**src/rtl/uart_framer_pkg.sv**
```systemverilog
package uart_framer_pkg;

  localparam int unsigned DATA_W = 8;

  typedef struct packed {
    logic       brk;
    logic       force_par;
    logic       even;
    logic       par_en;
    logic       stop_long;
    logic [1:0] len;
  } line_cfg_t;

  typedef enum logic [2:0] {
    ST_IDLE, ST_START, ST_DATA, ST_PAR, ST_STOP, ST_HOLD
  } frm_state_e;

  function automatic logic [DATA_W-1:0] len_mask(line_cfg_t c);
    return 8'hFF >> (2'd3 - c.len);
  endfunction

  function automatic logic par_value(line_cfg_t c, logic [DATA_W-1:0] d);
    logic [DATA_W-1:0] m;
    m = d & len_mask(c);
    if (c.force_par) return ~c.even;
    return c.even ? ^m : ~^m;
  endfunction

  // stop period in ticks: 1, 1.5 (5-bit words) or 2 bits
  function automatic int unsigned stop_ticks(line_cfg_t c, int unsigned osr);
    if (!c.stop_long) return osr;
    if (c.len == 2'd0) return osr + osr / 2;
    return 2 * osr;
  endfunction

endpackage

```
**src/rtl/uart_tx_engine.sv**
```systemverilog
module uart_tx_engine
  import uart_framer_pkg::*;
#(
  parameter int unsigned OSR = 16
) (
  input  logic              clk_i,
  input  logic              rst_ni,
  input  logic              tick_i,
  input  line_cfg_t         lcr_i,
  input  logic [DATA_W-1:0] data_i,
  input  logic              valid_i,
  output logic              ready_o,
  output logic              tx_o
);
  localparam int unsigned SCW = $clog2(2 * OSR);
  localparam int unsigned BW  = $clog2(DATA_W);

  frm_state_e        state_q;
  logic [SCW-1:0]    tcnt_q;
  logic [BW-1:0]     bidx_q;
  logic [DATA_W-1:0] sh_q;
  logic              par_q;
  line_cfg_t         cfg_q;
  logic              bit_end, stop_end, last_bit, line;

  assign bit_end  = tcnt_q == SCW'(OSR - 1);
  assign stop_end = tcnt_q == SCW'(stop_ticks(cfg_q, OSR) - 1);
  assign last_bit = bidx_q == BW'(4 + cfg_q.len);

  always_ff @(posedge clk_i or negedge rst_ni) begin
    if (!rst_ni) begin
      state_q <= ST_IDLE;
      tcnt_q  <= '0;
      bidx_q  <= '0;
      sh_q    <= '0;
      par_q   <= 1'b0;
      cfg_q   <= '0;
    end else if (state_q == ST_IDLE) begin
      if (valid_i) begin
        cfg_q   <= lcr_i;
        sh_q    <= data_i;
        par_q   <= par_value(lcr_i, data_i);
        tcnt_q  <= '0;
        state_q <= ST_START;
      end
    end else if (tick_i) begin
      tcnt_q <= tcnt_q + 1'b1;
      unique case (state_q)
        ST_START: if (bit_end) begin
          tcnt_q  <= '0;
          bidx_q  <= '0;
          state_q <= ST_DATA;
        end
        ST_DATA: if (bit_end) begin
          tcnt_q <= '0;
          sh_q   <= sh_q >> 1;
          bidx_q <= bidx_q + 1'b1;
          if (last_bit) state_q <= cfg_q.par_en ? ST_PAR : ST_STOP;
        end
        ST_PAR: if (bit_end) begin
          tcnt_q  <= '0;
          state_q <= ST_STOP;
        end
        ST_STOP: if (stop_end) begin
          tcnt_q  <= '0;
          state_q <= ST_IDLE;
        end
        default: state_q <= ST_IDLE;
      endcase
    end
  end

  always_comb begin
    unique case (state_q)
      ST_START: line = 1'b0;
      ST_DATA:  line = sh_q[0];
      ST_PAR:   line = par_q;
      default:  line = 1'b1;
    endcase
  end

  assign ready_o = state_q == ST_IDLE;
  // break level follows the live control bit, not the latched copy
  assign tx_o    = line & ~lcr_i.brk;

  AST_READY_FELL: assert property (@(posedge clk_i) disable iff (!rst_ni)
    $fell(ready_o) |-> $past(valid_i));
  AST_BIT_BOUND: assert property (@(posedge clk_i) disable iff (!rst_ni)
    state_q == ST_DATA |-> bidx_q <= BW'(4 + cfg_q.len));
  AST_STOP_BOUND: assert property (@(posedge clk_i) disable iff (!rst_ni)
    state_q == ST_STOP |-> tcnt_q <= SCW'(stop_ticks(cfg_q, OSR) - 1));

endmodule

```
**src/rtl/uart_rx_engine.sv**
```systemverilog
module uart_rx_engine
  import uart_framer_pkg::*;
#(
  parameter int unsigned OSR = 16
) (
  input  logic              clk_i,
  input  logic              rst_ni,
  input  logic              tick_i,
  input  line_cfg_t         lcr_i,
  input  logic              rx_i,
  input  logic              read_i,
  output logic [DATA_W-1:0] data_o,
  output logic              valid_o,
  output logic              perr_o,
  output logic              ferr_o,
  output logic              brk_o,
  output logic              ovr_o
);
  localparam int unsigned CW   = $clog2(OSR);
  localparam int unsigned BW   = $clog2(DATA_W);
  localparam int unsigned HALF = OSR / 2;

  frm_state_e        state_q;
  logic [CW-1:0]     tcnt_q;
  logic [BW-1:0]     bidx_q;
  logic [DATA_W-1:0] sh_q;
  logic              par_q;
  line_cfg_t         cfg_q;
  logic              mid, bit_end, last_bit, done, all_low;
  logic              unused_brk;

  assign unused_brk = cfg_q.brk;
  assign mid      = tcnt_q == CW'(HALF - 1);
  assign bit_end  = tcnt_q == CW'(OSR - 1);
  assign last_bit = bidx_q == BW'(4 + cfg_q.len);
  assign done     = tick_i && state_q == ST_STOP && mid;
  assign all_low  = !rx_i && sh_q == '0 && !(cfg_q.par_en && par_q);

  always_ff @(posedge clk_i or negedge rst_ni) begin
    if (!rst_ni) begin
      state_q <= ST_IDLE;
      tcnt_q  <= '0;
      bidx_q  <= '0;
      sh_q    <= '0;
      par_q   <= 1'b0;
      cfg_q   <= '0;
    end else if (tick_i) begin
      tcnt_q <= tcnt_q + 1'b1;
      unique case (state_q)
        ST_IDLE: begin
          tcnt_q <= '0;
          if (!rx_i) begin
            cfg_q   <= lcr_i;
            sh_q    <= '0;
            par_q   <= 1'b0;
            state_q <= ST_START;
          end
        end
        ST_START: begin
          if (mid && rx_i) begin
            tcnt_q  <= '0;
            state_q <= ST_IDLE;  // glitch, not a start bit
          end else if (bit_end) begin
            tcnt_q  <= '0;
            bidx_q  <= '0;
            state_q <= ST_DATA;
          end
        end
        ST_DATA: begin
          if (mid) sh_q[bidx_q] <= rx_i;
          if (bit_end) begin
            tcnt_q <= '0;
            bidx_q <= bidx_q + 1'b1;
            if (last_bit) state_q <= cfg_q.par_en ? ST_PAR : ST_STOP;
          end
        end
        ST_PAR: begin
          if (mid) par_q <= rx_i;
          if (bit_end) begin
            tcnt_q  <= '0;
            state_q <= ST_STOP;
          end
        end
        ST_STOP: if (mid) begin
          tcnt_q  <= '0;
          state_q <= rx_i ? ST_IDLE : ST_HOLD;
        end
        ST_HOLD: begin
          tcnt_q <= '0;
          if (rx_i) state_q <= ST_IDLE;
        end
        default: state_q <= ST_IDLE;
      endcase
    end
  end

  always_ff @(posedge clk_i or negedge rst_ni) begin
    if (!rst_ni) begin
      data_o  <= '0;
      valid_o <= 1'b0;
      perr_o  <= 1'b0;
      ferr_o  <= 1'b0;
      brk_o   <= 1'b0;
      ovr_o   <= 1'b0;
    end else if (done) begin
      data_o  <= sh_q;
      valid_o <= 1'b1;
      perr_o  <= cfg_q.par_en && (par_q != par_value(cfg_q, sh_q));
      ferr_o  <= !rx_i;
      brk_o   <= all_low;
      ovr_o   <= valid_o && !read_i;
    end else if (read_i) begin
      valid_o <= 1'b0;
      ovr_o   <= 1'b0;
    end
  end

  AST_BRK_FE: assert property (@(posedge clk_i) disable iff (!rst_ni)
    brk_o |-> ferr_o);
  AST_OVR_VALID: assert property (@(posedge clk_i) disable iff (!rst_ni)
    $rose(ovr_o) |-> valid_o && $past(valid_o));
  AST_READ_CLEARS: assert property (@(posedge clk_i) disable iff (!rst_ni)
    (read_i && !done) |=> !valid_o && !ovr_o);
  AST_HOLD_NO_START: assert property (@(posedge clk_i) disable iff (!rst_ni)
    (state_q == ST_HOLD && !rx_i) |=> state_q == ST_HOLD);

endmodule

```
**src/rtl/uart_framer.sv**
```systemverilog
module uart_framer
  import uart_framer_pkg::*;
#(
  parameter int unsigned OSR = 16
) (
  input  logic              clk_i,
  input  logic              rst_ni,
  input  logic              tick_i,
  input  logic [6:0]        lcr_i,
  input  logic [DATA_W-1:0] tx_data_i,
  input  logic              tx_valid_i,
  output logic              tx_ready_o,
  output logic              tx_o,
  input  logic              rx_i,
  input  logic              rx_read_i,
  output logic [DATA_W-1:0] rx_data_o,
  output logic              rx_valid_o,
  output logic              rx_parity_err_o,
  output logic              rx_frame_err_o,
  output logic              rx_break_o,
  output logic              rx_overrun_o
);
  line_cfg_t cfg;
  assign cfg = line_cfg_t'(lcr_i);

  uart_tx_engine #(.OSR(OSR)) u_tx (
    .clk_i   (clk_i),
    .rst_ni  (rst_ni),
    .tick_i  (tick_i),
    .lcr_i   (cfg),
    .data_i  (tx_data_i),
    .valid_i (tx_valid_i),
    .ready_o (tx_ready_o),
    .tx_o    (tx_o)
  );

  uart_rx_engine #(.OSR(OSR)) u_rx (
    .clk_i   (clk_i),
    .rst_ni  (rst_ni),
    .tick_i  (tick_i),
    .lcr_i   (cfg),
    .rx_i    (rx_i),
    .read_i  (rx_read_i),
    .data_o  (rx_data_o),
    .valid_o (rx_valid_o),
    .perr_o  (rx_parity_err_o),
    .ferr_o  (rx_frame_err_o),
    .brk_o   (rx_break_o),
    .ovr_o   (rx_overrun_o)
  );

  AST_BREAK_HOLDS_LOW: assert property (@(posedge clk_i) disable iff (!rst_ni)
    ($past(lcr_i[6]) && lcr_i[6]) |-> !tx_o);

endmodule

```
**config.mk**
```make
export PLATFORM = sky130hd
export DESIGN_NAME = uart_framer
export DESIGN_NICKNAME = d
export VERILOG_FILES = /design/src/rtl/uart_framer_pkg.sv /design/src/rtl/uart_tx_engine.sv /design/src/rtl/uart_rx_engine.sv /design/src/rtl/uart_framer.sv
export SDC_FILE = /design/constraint.sdc
export NUM_CORES = 1
export LEC_CHECK = 0
export ABC_AREA = 1
export ABC_CLOCK_PERIOD_IN_PS = 2200
export BUFFER_PORTS_ARGS = -buffer_cell sky130_fd_sc_hd__buf_4
export CAP_MARGIN = 20
export CORE_MARGIN = 2
export CORE_UTILIZATION = 34
export CTS_BUF_LIST = sky130_fd_sc_hd__clkbuf_16
export CTS_CLUSTER_DIAMETER = 200
export DETAILED_ROUTE_END_ITERATION = 7
export PLACE_DENSITY = 0.55
export SYNTH_ARGS = -nofsm -noshare
export SYNTH_HDL_FRONTEND = slang
export SYNTH_SLANG_ARGS = --single-unit
```
**constraint.sdc**
```tcl
create_clock -name clk_i -period 2.2 [get_ports clk_i]
set_input_delay 0.44 -clock clk_i [delete_from_list [all_inputs] [get_ports clk_i]]
set_output_delay 0.44 -clock clk_i [all_outputs]
set_load 0.005 [all_outputs]
```
Word-level counts from Yosys, hierarchy flattened
Index checks and enable logic that the tools add are counted.
- shifts and indexed selects: 2
- magnitude comparators: 2
- add/subtract/negate cells: 9
- muxes and demuxes: 74
- reductions and logical operators: 41
- equal/unequal tests: 35
- bitwise operators: 8
- operator list (kind ; number):
    $mux W3 ; 24
    $mux W8 ; 7
    $mux W5 ; 9
    $mux W1 ; 20
    $ne A2 B1 Y1 const B ; 9
    $pmux W3 S6 ; 1
    $and A8 B8 Y8 ; 2
    $pmux W4 S4 ; 1
    $pmux W8 S2 ; 1
    $reduce_bool A2 Y1 ; 8
    $reduce_xnor A8 Y1 ; 2
    $reduce_xor A8 Y1 ; 2
    $shr A8 B2 Y8 const A ; 2
    $ne A3 B2 Y1 const B ; 5
    $eq A3 B2 Y1 const B ; 4
    $mux W4 ; 3
    $pmux W3 S2 ; 2
    $pmux W3 S4 ; 1
    $reduce_and A4 Y1 ; 3
    $pmux W5 S2 ; 1
    $reduce_and A5 Y1 ; 2
    $eq A3 B3 Y1 const B ; 3
    $logic_and A1 B1 Y1 ; 9
    $bwmux W8 ; 1
    32 further kinds ; 49
- output and inout port bits: 15
- logic and storage cells: 194
- flip-flop bits (word level): 61
- input bits: 21

Logic depth before layout (Yosys ltp)
Gate-level depths: netlist of run 1.
- depth in word-level cells: 11
- mapped depth: 12
- mapped depth without buffers: 12

Modules after synthesis
A second synthesis of run 1 with hierarchy kept.
- cell total of the unflattened synthesis: 442
- area, all modules: 3497.1 um2
- modules (own cells, without submodules) (module ; instances ; area each (um2) ; sequential area each (um2) ; cells an instance):
    uart_rx_engine ; 1 ; 1974.4 ; 925.9 ; 247
    uart_tx_engine ; 1 ; 1522.7 ; 600.6 ; 195

Least setup slack after synthesis of run 1
OpenSTA, ideal clock, no wires.
- path kind: reg2reg
- start point: register u_tx.tcnt_q[0]
- end point: register u_tx.sh_q[5]
- setup slack: 553 ps
- path buffers: 1
- required time: 2119 ps
- cell stages (with the launch flop): 12
- data arrival time: 1565 ps
- path through: dfrtp_1 ha_1 nand2_1 nor2_1 ha_1 inv_1 nor2_4 nand2_2 nand2_4 buf_6 nor2_2 a31oi_2
- word-level cells in the longest chain between the ends: 3
- RTL lines (what ; RTL line ; source):
    from (decl) ; uart_tx_engine.sv:19 ; logic [SCW-1:0] tcnt_q;
    from (signal assigned) ; uart_tx_engine.sv:47 ; tcnt_q <= tcnt_q + 1'b1;
    $eq A5 B4 Y1 ; uart_tx_engine.sv:26 ; assign bit_end = tcnt_q == SCW'(OSR - 1);
    $reduce_bool A2 Y1 (no source line) ; n/a ;
    $reduce_and A4 Y1 (no source line) ; n/a ;
    to (signal assigned) ; uart_tx_engine.sv:41 ; sh_q <= data_i;
    to (signal assigned) ; uart_tx_engine.sv:56 ; sh_q <= sh_q >> 1;
    to (decl) ; uart_tx_engine.sv:21 ; logic [DATA_W-1:0] sh_q;
Every way passes these cells.
A chain may end at the register's enable or synchronous reset.

Final worst setup path of run 1
- start point: register u_tx.state_q[0]
- end point: output tx_o
- word-level cells in the longest chain between the ends: 3
- elaborated cells on any way between the ends: 5
- classes of those cells: 3 x eq/ne; 1 x mux; 1 x bitwise
- RTL lines (what ; RTL line ; source):
    from (decl) ; uart_tx_engine.sv:18 ; frm_state_e state_q;
    from (signal assigned) ; uart_tx_engine.sv:58 ; if (last_bit) state_q <= cfg_q.par_en ? ST_PAR : ST_STOP;
    $eq A3 B2 Y1 / $eq A3 B1 Y1 (equally long branches) ; uart_tx_engine.sv:74 ; unique case (state_q)
    $pmux W1 S3 * ; uart_tx_engine.sv:74 ;
    $and A1 B1 Y1 * ; uart_tx_engine.sv:84 ; assign tx_o = line & ~lcr_i.brk;
    to (decl) ; uart_framer.sv:13 ; output logic tx_o,
Mark *: on every way between the ends. The rest lies on a longest branch, timed or not.

==> results of run 1 <==
[routing by layer]
metal  up-vias  share of wire (%)  global-route usage, %  routed length (um)
met3        13                3.5                  3.868                 273
met1      1383                 50                  19.59                3897
met2        51                 44                  23.44                3447
met4         0                2.0                  6.381                 158
li1       1543                  -                      -                   -
met5         -                  0                      0                   0
[cells by family (layout without fill, tap and decap cells)]
kind of cell    after synthesis  after routing
simple gates                202            202
flops                        61             61
fa+ha+maj                     8              8
xor+xnor                      7              7
buf+inv                      77            121
compound gates               88             88
[power by group through the flow]
stage | combinational [mW] | clock, mW | sequential (mW)
CTS | 1.61 | 1.49 | 1.68
global route | 1.84 | 1.55 | 1.73
global placement | 1.58 | 0 | 1.69
floorplan | 1.28 | 0 | 1.62
finish | 1.60 | 1.47 | 1.68
detailed placement | 1.60 | 0 | 1.70
[synth_stat cells, drive strengths merged (2+ instances only)]
master	number	area share [%]
a21oi	15	2.4
a31oi	8	1.8
a32o	2	0.58
buf	6	1.2
dfrtp	61	44
ha	8	2.9
inv	69	7.5
nand2	119	14
nand3	36	5.4
nand4	8	1.6
nor2	28	3.8
nor3	9	1.3
o21ai	42	6.1
o22ai	11	2.0
o31ai	4	0.87
xnor2	3	0.76
xor2	4	1.0
[sequential cells by signal, indices dropped and copies added (netlist names), 3 cells and up]
register      count
u_rx.data_o       8
u_rx.cfg_q        5
u_tx.cfg_q        4
u_tx.bidx_q       3
u_tx.sh_q         8
u_rx.bidx_q       3
u_tx.tcnt_q       5
u_rx.sh_q         8
u_rx.state_q      3
u_rx.tcnt_q       4
u_tx.state_q      3
[cell type report]
class / instances / area [um^2] / share of cell area [%]
tap: 133 / 166.4 / 4.023
sequential: 61 / 1526 / 36.90
clock buffer: 9 / 225.2 / 5.445
timing repair buffer: 35 / 262.8 / 6.352
multi-input combinational: 305 / 1607 / 38.84
inverter: 70 / 267.8 / 6.473
clock inverter: 7 / 81.33 / 1.966
[stage by stage]
step	hold slack [ns]	utilization, %	worst slack [ns]
after global routing	0.2738	42.13	0.08862
after floorplan	0.1444	-	0.5534
final	0.1994	42.13	0.2831
after CTS	0.2389	42.13	0.2678
after global placement	0.4732	39.00	0.4487
after detailed placement	0.4810	39.00	0.3778
[worst max-delay path, stage by stage, from the launching register on]
cell and delay (ns):
dfrtp_1 0.44, nor2_4 0.22, nand2_1 0.09, inv_1 0.09, nand2_1 0.05, a31oi_1 0.12, buf_4 0.13
[worst max path at each step]
stage	end	slack [ns]	from
3_5_place_dp	u_rx.ovr_o$_DFFE_PN0P_	0.38	u_rx.tcnt_q[0]$_DFFE_PN0P_
6_report	tx_o	0.28	u_tx.state_q[0]$_DFFE_PN0P_
5_1_grt	u_rx.ovr_o$_DFFE_PN0P_	0.09	u_rx.tcnt_q[0]$_DFFE_PN0P_
4_1_cts	tx_o	0.27	u_tx.state_q[0]$_DFFE_PN0P_
3_3_place_gp	u_rx.ovr_o$_DFFE_PN0P_	0.45	u_rx.tcnt_q[0]$_DFFE_PN0P_
2_1_floorplan	u_tx.sh_q[5]$_DFFE_PN0P_	0.55	u_tx.tcnt_q[0]$_DFFE_PN0P_
==> metrics.cfg, run 1 <==
[die]
die-area_um2 = 10960
row_count = 36
die_w_um = 104.7
design.core.area_um2 = 9819
die_h_um = 104.7
io_pins = 36
start_util_pct = 35.10

[logic_synthesis]
synthMuxAreaShare_pct = 0
synth_ff_type = dfrtp_1
synth_fa_ha_area_share_pct = 2.904
synth_edf_count = 0
syn_nets = 472
synth_seq_area_share_pct = 44.28
synth.avg_cell_area_um2 = 7.781
synthXorXnorAreaFrac_pct = 1.779
ys_ff_latch = 61
yosys_warnings = 0
synth_top_family_by_area = simple AND/OR/NAND/NOR gates
synthCells = 443
synth-simple-area-share_pct = 26.53
yosysUniqueCellTypes = 38
synth-compound-area-share_pct = 15.39
synth_area_um2 = 3447
async_reset_ff_share_pct = 100.0

[worst_setup_path]
cp-end-kind = primary output
required_ns = 1.76
startpoint_type = register
r2r_cells = 8
critPathKind = reg -> out
rrSetupSlack_ns = 0.35
arrival_ns = 1.48
rr_startpoint = u_rx.tcnt_q[0]$_DFFE_PN0P_
r2r_end = u_rx.ovr_o$_DFFE_PN0P_
crit_fanout = 6

[cts]
cts_buffer_depth = 2
cts_setup_buffers = 0
cts_tree = done
cts_resized = 0
cts-htree-levels = 3
cts_hold_buf = 0
cts_root_buf = clkbuf_16
numClockSinks = 61
insertion_delay_ns = 0.33
numCtsBuffers = 9
cts.clk_slew.worst_paths_ns = 0.06

[power]
p_sw_share_pct = 37.55
comb_power_share_pct = 33.7
vdd_drop_max_uv = 369.5
p_int_mw = 2.969
p_seq_share_pct = 35.4
pwr-share-clk_pct = 30.9
p_leak_nw = 2.058
powerDensity_nw_per_um2 = 1149
p_switching_mw = 1.785
finalPower_mw = 4.754

[job]
cap_viol_max_count = 0

[place]
dpl_cell_area_um2 = 3830
portBuffers = 35
dp.cells = 604
hpwl_mm = 5.664
gp_congestion = 0.8227

[drt]
drt_iter0_drc = 112
vias = 2990
vias_per_cell = 4.823
first_pass_iters = 6
drcViolationCount = 0
routed_wl_mm = 7.776
wl_per_cell_um = 12.54
postRouteAntennaNets = 0

[outcome]
status = finished, final reports clean

[final_layout]
areaGrowthSynthToFinish_pct = 20.00
num_antenna_cells = 0
layout_common_cells = 112 x nand2_1, 65 x inv_1, 61 x dfrtp_1
final_area_um2 = 4136
final_common_cell = nand2_1
num-fill-cells = 1040
stdcell_count = 620
drive_gt1_share_pct = 15.61
fin_nets = 511

[sta]
finalHoldViolations = 0
max-slew-margin-rel_pct = 48.19
min_period_over_period_pct = 87.13
fmax_mhz = 521.7
slew_viol_final = 0
rsz0062_at_grt = no
fin_crit_ns = 1.917
fin_skew_ns = 0.009760
fin_setup_tns_ns = 0
setup_violations = 0
worstMarginPinSlew_ns = 0.7771

[global_routing]
grt_pass1_vias = 2800
grt_pass1_wl_mm = 13.09
grt_use_total_pct = 14.96
grt_max_degree = 62
antenna_found_initial = 0
grt-ovfl-total = 0

[hold_path]
hp-class = in -> async

Power figures use the tool's default switching activity.
==> inputs of run 2 (changes only) <==
Settings changed: ABC_AREA 1 to 0, CAP_MARGIN 20 to 10.
==> metrics.cfg, run 2 <==
[drt]
vias_per_cell = 5.013
vias = 2682
postRouteAntennaNets = 0
drt_iter0_drc = 71
drcViolationCount = 0
wl_per_cell_um = 13.66
routed_wl_mm = 7.308
first_pass_iters = 4

[cts]
cts_buffer_depth = 2
cts.clk_slew.worst_paths_ns = 0.06
cts_tree = done
numClockSinks = 61
cts_setup_buffers = 0
insertion_delay_ns = 0.33
cts_resized = 0
cts_root_buf = clkbuf_16
numCtsBuffers = 9
cts_hold_buf = 0
cts-htree-levels = 3

[logic_synthesis]
netlist_top_cells_area = dfrtp_1 45%, o21ai_0 6.7%, mux2_2 5.0%
synth_seq_area_share_pct = 45.45
synthCells = 357
yosys_warnings = 0
async_reset_ff_share_pct = 100.0
ys_ff_latch = 61
syn_nets = 386
synth.avg_cell_area_um2 = 9.407
yosysUniqueCellTypes = 51
synth_top_area_share_pct = 45.45
synth_ff_type = dfrtp_1
yosysMostFrequentCell = dfrtp_1
synthTopCellsByCount = 61 x dfrtp_1, 45 x o21ai_0, 43 x nand2_1
synth_edf_count = 0
synth_area_um2 = 3358
synth_largest_area_cell = dfrtp_1

[worst_setup_path]
required_ns = 1.76
critPathKind = reg -> out
arrival_ns = 1.60
cp-end-kind = primary output
r2r_cells = 7
worstPathCellList = a21oi_1, a311oi_1, nor2_1, buf_4
startpoint = u_tx.state_q[1]$_DFFE_PN0P_
rrSetupSlack_ns = 0.21
r2r_end = u_rx.perr_o$_DFFE_PN0P_
rr_startpoint = u_rx.sh_q[2]$_DFFE_PN0P_
slowest_stage = dfrtp_1
crit_cells = 4
critPathTopFamily = flip-flops
crit_buf_inv = 1
slowest_delay_ns = 0.55
crit_end = tx_o
startpoint_type = register
crit_fanout = 11

[job]
cap_viol_max_count = 0

[global_routing]
grt-ovfl-total = 0
grt_pass1_wl_mm = 12.31
antenna_found_initial = 0
grt_use_total_pct = 14.90
grt_max_degree = 62
grt_pass1_vias = 2553

[sta]
min_period_over_period_pct = 92.63
slew_viol_final = 0
fmax_mhz = 490.7
finalHoldViolations = 0
setup_slack_ns = 0.1622
worstMarginPinSlew_ns = 0.7841
fin_setup_tns_ns = 0
fin_crit_ns = 2.038
setup_violations = 0
whs_ns = 0.1798
rsz0062_at_grt = no
fin_skew_ns = 0.005942
max-slew-margin-rel_pct = 47.73

[place]
dp_slack_ns = 0.2197
dp.cells = 519
hpwl_mm = 5.212
dpl_cell_area_um2 = 3814
portBuffers = 35
gp_congestion = 0.8188

[die]
start_util_pct = 34.68
die-area_um2 = 10690
row_count = 36
die_w_um = 103.4
die_h_um = 103.4
io_pins = 36
design.core.area_um2 = 9684

[final_layout]
num_antenna_cells = 0
drive_gt1_share_pct = 20.15
fin_nets = 426
reg_top3 = u_rx.data_o x8, u_rx.sh_q x8, u_tx.sh_q x8
final_area_um2 = 4130
finish.utilization_pct = 42.65
areaGrowthSynthToFinish_pct = 22.99
layout_common_cells = 61 x dfrtp_1, 48 x buf_4, 45 x o21ai_0
final_common_cell = dfrtp_1
stdcell_count = 535

[power]
finalPower_mw = 4.365
powerDensity_nw_per_um2 = 1057
p_leak_nw = 1.875
vdd_drop_max_uv = 505.3

[outcome]
status = finished, final reports clean

[hold_path]
hp-class = in -> async

-- run 2: cell families after synthesis --
kind of cell	count (synthesis)	synth area share, %
and+or+nand+nor	115	16.73
DFF	61	45.45
adders and majority gates	8	2.981
buffers and inverters	36	4.173
muxes	25	8.010
xor gates and xnor gates	17	5.253
AOI/OAI and AO/OA	95	17.40
-- run 2: worst register-to-register path, stage by stage, from the launching register on --
cell and delay, ns:
dfrtp_1 0.35, inv_1 0.06, ha_1 0.27, xnor3_1 0.39, xnor2_1 0.20, xnor2_1 0.11, or4_1 0.47, nand3_1 0.09
-- run 2: worst min-delay path by stage --
stage / endpoint / cells past startpoint / start
floorplan: u_rx.bidx_q[0]$_DFFE_PN0P_ / 0 / rst_ni
global placement: u_tx.sh_q[1]$_DFFE_PN0P_ / 2 / u_tx.sh_q[1]$_DFFE_PN0P_
detailed placement: u_rx.data_o[3]$_DFFE_PN0P_ / 2 / u_rx.data_o[3]$_DFFE_PN0P_
CTS: u_rx.bidx_q[0]$_DFFE_PN0P_ / 1 / rst_ni
global route: u_rx.bidx_q[0]$_DFFE_PN0P_ / 1 / rst_ni
finish: u_rx.bidx_q[0]$_DFFE_PN0P_ / 1 / rst_ni
-- run 2: routing by layer --
layer	up-vias	global-route usage [%]	share of wire, %
li1	1347	-	-
met5	-	0	0
met2	62	24.27	50
met3	10	3.427	3.7
met1	1263	19.36	45
met4	0	5.567	1.3
-- run 2: layout make-up --
type,count,area (um^2)
clock buffers,9,225.2
well taps,133,166.4
fillers,957,5554
flip-flops and latches,61,1526
repair buffers,48,360.3
multi-input cells,260,1697
clock inverters,7,91.34
inverters,17,63.81
-- run 2: power by group --
group | internal, mW | switching [mW]
sequential | 1.39 | 0.234
clock | 0.984 | 0.505
combinational | 0.602 | 0.650
